==> src/rtl/rxrst_pkg.sv <==
package rxrst_pkg;

  typedef enum logic [2:0] {
    ST_IDLE = 3'd0,
    ST_CDR  = 3'd1,
    ST_OOB  = 3'd2,
    ST_DP   = 3'd3,
    ST_BUF  = 3'd4
  } stage_e;

  typedef struct packed {
    logic cdr;
    logic oob;
    logic dpath;
    logic ebuf;
  } rst_vec_t;

endpackage

==> src/rtl/rxrst_sync.sv <==
module rxrst_sync #(
  parameter int WIDTH  = 4,
  parameter int STAGES = 2
) (
  input  logic             clk,
  input  logic             rst_n,
  input  logic [WIDTH-1:0] async_i,
  output logic [WIDTH-1:0] sync_o
);
  logic [WIDTH-1:0] chain_q [STAGES];

  for (genvar s = 0; s < STAGES; s++) begin : g_stage
    if (s == 0) begin : g_first
      always_ff @(posedge clk or negedge rst_n) begin
        if (!rst_n) chain_q[s] <= '0;
        else        chain_q[s] <= async_i;
      end
    end else begin : g_next
      always_ff @(posedge clk or negedge rst_n) begin
        if (!rst_n) chain_q[s] <= '0;
        else        chain_q[s] <= chain_q[s-1];
      end
    end
  end

  assign sync_o = chain_q[STAGES-1];
endmodule

==> src/rtl/rxrst_tick.sv <==
module rxrst_tick #(
  parameter int CLK_MHZ = 50
) (
  input  logic clk,
  input  logic rst_n,
  output logic tick_o
);
  localparam int CW = (CLK_MHZ > 1) ? $clog2(CLK_MHZ) : 1;
  localparam logic [CW-1:0] TERM = CW'(CLK_MHZ - 1);

  logic [CW-1:0] cnt_q;

  always_ff @(posedge clk or negedge rst_n) begin
    if (!rst_n) begin
      cnt_q  <= '0;
      tick_o <= 1'b0;
    end else begin
      if (cnt_q == TERM) cnt_q <= '0;
      else               cnt_q <= cnt_q + 1'b1;
      tick_o <= (cnt_q == TERM);
    end
  end
endmodule

==> src/rtl/rxrst_fsm.sv <==
module rxrst_fsm
  import rxrst_pkg::*;
#(
  parameter int CDR_MIN_US = 2
) (
  input  logic     clk,
  input  logic     rst_n,
  input  logic     tick_i,
  input  logic     full_req_i,
  input  logic     idle_req_i,
  output rst_vec_t rst_o,
  output logic     busy_o,
  output logic     done_o
);
  // One extra tick covers the partial first interval of the free-running tick.
  localparam int CDR_TICKS = CDR_MIN_US + 1;
  localparam int CW = $clog2(CDR_TICKS + 1);
  localparam logic [CW-1:0] CNT_LAST = CW'(CDR_TICKS - 1);

  stage_e        stage_q;
  logic          full_q;
  logic [CW-1:0] cnt_q;
  rst_vec_t      rst_q;
  logic          done_q;
  logic          full_running;

  assign full_running = full_q && (stage_q != ST_IDLE);

  always_ff @(posedge clk or negedge rst_n) begin
    if (!rst_n) begin
      stage_q <= ST_CDR;
      full_q  <= 1'b1;
      cnt_q   <= '0;
      rst_q   <= '1;
      done_q  <= 1'b0;
    end else begin
      done_q <= 1'b0;
      if (full_req_i) begin
        stage_q <= ST_CDR;
        full_q  <= 1'b1;
        cnt_q   <= '0;
        rst_q   <= '1;
      end else if (idle_req_i && !full_running) begin
        stage_q <= ST_CDR;
        full_q  <= 1'b0;
        cnt_q   <= '0;
        rst_q   <= '{cdr: 1'b1, oob: 1'b0, dpath: 1'b0, ebuf: 1'b0};
      end else if (tick_i) begin
        unique case (stage_q)
          ST_CDR: begin
            if (cnt_q == CNT_LAST) begin
              rst_q.cdr <= 1'b0;
              if (full_q) begin
                stage_q <= ST_OOB;
              end else begin
                stage_q <= ST_IDLE;
                done_q  <= 1'b1;
              end
            end else begin
              cnt_q <= cnt_q + 1'b1;
            end
          end
          ST_OOB: begin
            rst_q.oob <= 1'b0;
            stage_q   <= ST_DP;
          end
          ST_DP: begin
            rst_q.dpath <= 1'b0;
            stage_q     <= ST_BUF;
          end
          ST_BUF: begin
            rst_q.ebuf <= 1'b0;
            stage_q    <= ST_IDLE;
            done_q     <= 1'b1;
          end
          default: begin
          end
        endcase
      end
    end
  end

  assign rst_o  = rst_q;
  assign busy_o = (stage_q != ST_IDLE);
  assign done_o = done_q;
endmodule

==> src/rtl/rxrst_seq.sv <==
module rxrst_seq
  import rxrst_pkg::*;
#(
  parameter int CLK_MHZ     = 50,
  parameter int CDR_MIN_US  = 2,
  parameter int SYNC_STAGES = 2
) (
  input  logic clk,
  input  logic rst_n,
  input  logic tile_rst_i,
  input  logic cdr_req_i,
  input  logic idle_req_i,
  input  logic idle_en_i,
  output logic cdr_rst_o,
  output logic oob_rst_o,
  output logic dp_rst_o,
  output logic buf_rst_o,
  output logic busy_o,
  output logic done_o
);
  localparam int NREQ = 4;

  logic [NREQ-1:0] req_s;
  logic            tick;
  rst_vec_t        rst_v;

  rxrst_sync #(.WIDTH(NREQ), .STAGES(SYNC_STAGES)) u_sync (
    .clk    (clk),
    .rst_n  (rst_n),
    .async_i({tile_rst_i, cdr_req_i, idle_req_i, idle_en_i}),
    .sync_o (req_s)
  );

  rxrst_tick #(.CLK_MHZ(CLK_MHZ)) u_tick (
    .clk   (clk),
    .rst_n (rst_n),
    .tick_o(tick)
  );

  rxrst_fsm #(.CDR_MIN_US(CDR_MIN_US)) u_fsm (
    .clk       (clk),
    .rst_n     (rst_n),
    .tick_i    (tick),
    .full_req_i(req_s[3] | req_s[2]),
    .idle_req_i(req_s[1] & req_s[0]),
    .rst_o     (rst_v),
    .busy_o    (busy_o),
    .done_o    (done_o)
  );

  assign cdr_rst_o = rst_v.cdr;
  assign oob_rst_o = rst_v.oob;
  assign dp_rst_o  = rst_v.dpath;
  assign buf_rst_o = rst_v.ebuf;
endmodule

==> config.mk <==
export PLATFORM = sky130hd
export DESIGN_NAME = rxrst_seq
export DESIGN_NICKNAME = d
export VERILOG_FILES = /design/src/rtl/rxrst_pkg.sv /design/src/rtl/rxrst_sync.sv /design/src/rtl/rxrst_tick.sv /design/src/rtl/rxrst_fsm.sv /design/src/rtl/rxrst_seq.sv
export SDC_FILE = /design/constraint.sdc
export NUM_CORES = 1
export LEC_CHECK = 0
export BUFFER_PORTS_ARGS = -buffer_cell sky130_fd_sc_hd__buf_2
export CELL_PAD_IN_SITES_DETAIL_PLACEMENT = 1
export CELL_PAD_IN_SITES_GLOBAL_PLACEMENT = 1
export CORE_MARGIN = 4
export CORE_UTILIZATION = 47
export CTS_BUF_LIST = sky130_fd_sc_hd__clkbuf_2 sky130_fd_sc_hd__clkbuf_4 sky130_fd_sc_hd__clkbuf_8
export CTS_CLUSTER_DIAMETER = 200
export DETAILED_ROUTE_END_ITERATION = 12
export PLACE_DENSITY_LB_ADDON = 0.1
export SLEW_MARGIN = 5
export SYNTH_ARGS = -nofsm -noshare
export SYNTH_HDL_FRONTEND = slang
export SYNTH_SLANG_ARGS = --single-unit
export TNS_END_PERCENT = 10
==> constraint.sdc <==
create_clock -name clk -period 1.6 [get_ports clk]
set_input_delay 0.32 -clock clk [delete_from_list [all_inputs] [get_ports clk]]
set_output_delay 0.32 -clock clk [all_outputs]
set_load 0.02 [all_outputs]
==> out/qor.yml <==
utilization_pct: 60.72
cts.clk_slew.worst_paths_ns: 0.13
rows: 16
diodes: 0
fin_worst_skew_ns: 0.003516
dieArea_um2: 3072
tritoncts: "built"
drive_gt1_share_pct: 29.46
irDropWorstVdd_v: 0.0006863
final.setup.tns_ns: 0
power_per_cell_area_nw_per_um2: 784.3
r2r_start: "u_fsm.stage_q[1]$_DFFE_PN0P_"
gp_congestion: 0.7074
io-pin-count: 12
hpwlAfterDp_um: 1515
cpPeakStageDelay_ns: 0.43
grt_use_total_pct: 15.34
rsz0062_at_grt: "true"
holdCritPathClass: "in -> reg"
port_buffers: 11
hold_violations: 0
layout-area-overhead-vs-synth_pct: 17.28
status: "completed"
grt_pass1_wl_um: 3767
switching_power_uw: 205.9
worst_slack_ns: 0.02312
ys_warn_count: 0
postSynthAreaPerCell_um2: 11.62
synth_nets: 100
p_int_uw: 766.6
p_comb_share_pct: 3.1
die_x_um: 55.43
slew_viol_final: 0
drtAntennaViolNets: 0
setup.worst_path.start_class: "flip-flop"
crit_arrival_ns: 1.26
dp_slack_ns: 0.1353
core_area_um2: 2042
crit_type: "reg -> out"
initial_core_util_pct: 51.78
critical_path.top_delay_family: "flip-flops"
layout.nets: 123
ys_ff_latch: 26
critical_path.cell_chain: "or3_4 > buf_6"
ys_types: 27
period_needed_ns: 1.577
crit_buf_inv: 1
p_seq_share_pct: 69.0
critPathCaptureType: "output pin"
maxCapViolCount: 0
placed_cell_area_um2: 1164
p_clk_share_pct: 27.9
async_flop_share_pct: 100.0
htreeDepth: 1
cts_buffers: 3
wl_per_cell_um: 15.15
synth-main-ff-cell: "dfrtp_1"
netlist_instances: 91
clkLatencyLatePin_ns: 0.32
synth_area_um2: 1057
crit_required_ns: 1.28
route.detailed.drc: 0
p_sw_share_pct: 21.17
fmax_ghz: 0.6342
grt_max_degree: 27
fin_area_um2: 1240
die_h_um: 55.43
ys_seq_area_share_pct: 62.25
timing.hold.ws_ns: 0.09560
drt_iter0_drc: 14
hp-start: "tile_rst_i"
cts_sinks: 26
worst_pin_slew_ns: 0.5749
drt_wl_total_um: 2106
worst-path-max-fanout: 2
crit_slowest_cell: "dfrtp_2"
maxSlewHeadroom_pct: 61.67
dr_total_vias: 769
clock_path_buffers: 2
first_pass_iters: 3
fillers: 237
finalSetupViolCount: 0
crit_start: "u_fsm.stage_q[1]$_DFFE_PN0P_"
p_leak_nw: 0.5317
antenna_found_initial: 0
power_uw: 972.5
gr-total-overflow: 0
clockRootBuffer: "clkbuf_4"
fin_crit_sh_pct: 98.56
first_global_vias: 817
layoutNonFillerInstCount: 139
synth_edf_count: 0
dp.cells: 131
viasPerCell: 5.532
## timing repair
item	4_1_cts	5_1_grt
resized for setup	5	0
setup buffers	4	0
endpoints found under the setup margin	1	3
hold endpoints to repair	20	0
hold buffers	1	0
## registers in the layout, summed over array words and instances, names as in the netlist
register / flops
u_fsm.rst_o: 4
u_tick.tick_o: 1
u_fsm.full_q: 1
u_tick.cnt_q: 6
u_sync.chain_q: 4
u_fsm.done_o: 1
u_sync.sync_o: 4
u_fsm.stage_q: 3
u_fsm.cnt_q: 2
## cell usage after synthesis (2+ instances only)
library cell	count	area share, %
inv_1	4	1.4
nand3b_1	2	1.4
ha_1	3	3.6
o21ai_0	11	5.2
nand2_1	4	1.4
or3_1	4	2.4
dfstp_2	6	15
a21oi_1	3	1.4
nand2b_1	3	1.8
a2bb2oi_1	2	1.7
nor2b_1	3	1.8
nor2_1	9	3.2
dfrtp_1	20	47
nand3_1	3	1.4
xnor2_1	2	1.7
## routing by layer
metal,wire [um],global-route usage (%)
met5,0,0
met4,27,5.208
met3,64,3.030
met2,1128,27.03
met1,884,18.54
## path summary, 6_finish.rpt
path / end / slack, ns / depth (start not counted)
min: u_sync.chain_q[7]$_DFF_PN0_ / 0.1 / 1
max reg2reg: u_fsm.cnt_q[0]$_DFFE_PN0P_ / 0.04 / 4
max: busy_o / 0.02 / 2
max in group asynchronous: u_fsm.stage_q[1]$_DFFE_PN0P_ / 0.68 / 2
min reg2reg: u_sync.sync_o[3]$_DFF_PN0_ / 0.37 / 0
min in group asynchronous: u_fsm.done_o$_DFF_PN0_ / 0.51 / 2
## logic make-up (layout without fill, tap and decap cells)
| group | Yosys count | in the layout | synth area share [%] |
|---|---|---|---|
| buf+inv | 5 | 26 | 1.893 |
| fa+ha+maj | 3 | 3 | 3.551 |
| simple gates | 32 | 32 | 17.16 |
| flops | 26 | 26 | 62.25 |
| compound gates | 22 | 22 | 12.66 |
| xor+xnor | 3 | 3 | 2.486 |
## cells in the final DEF (no fill, tap or decap), types with 4 or more instances in the layout
cell / instances
buf_2: 10
inv_1: 4
dfstp_2: 6
dfrtp_1: 18
nor2_1: 9
buf_4: 7
nand2_1: 4
o21ai_0: 11
## power groups by stage
stage / registers (mW) / clock network, mW / logic (mW)
3_3_place_gp: 0.682 / 0 / 0.0283
6_report: 0.671 / 0.271 / 0.0301
5_1_grt: 0.672 / 0.308 / 0.0349
2_1_floorplan: 0.682 / 0 / 0.00502
3_5_place_dp: 0.683 / 0 / 0.0293
4_1_cts: 0.672 / 0.282 / 0.0312
## layout make-up
type                       instances  area (um^2)  area share (%)
tap                               27        33.78           2.725
timing repair buffer              19        123.9           9.990
clock buffer                       3        22.52           1.816
inverter                           4        15.01           1.211
sequential                        26        660.6           53.28
multi-input combinational         60        384.1           30.98
(Power assumes the default switching activity.)
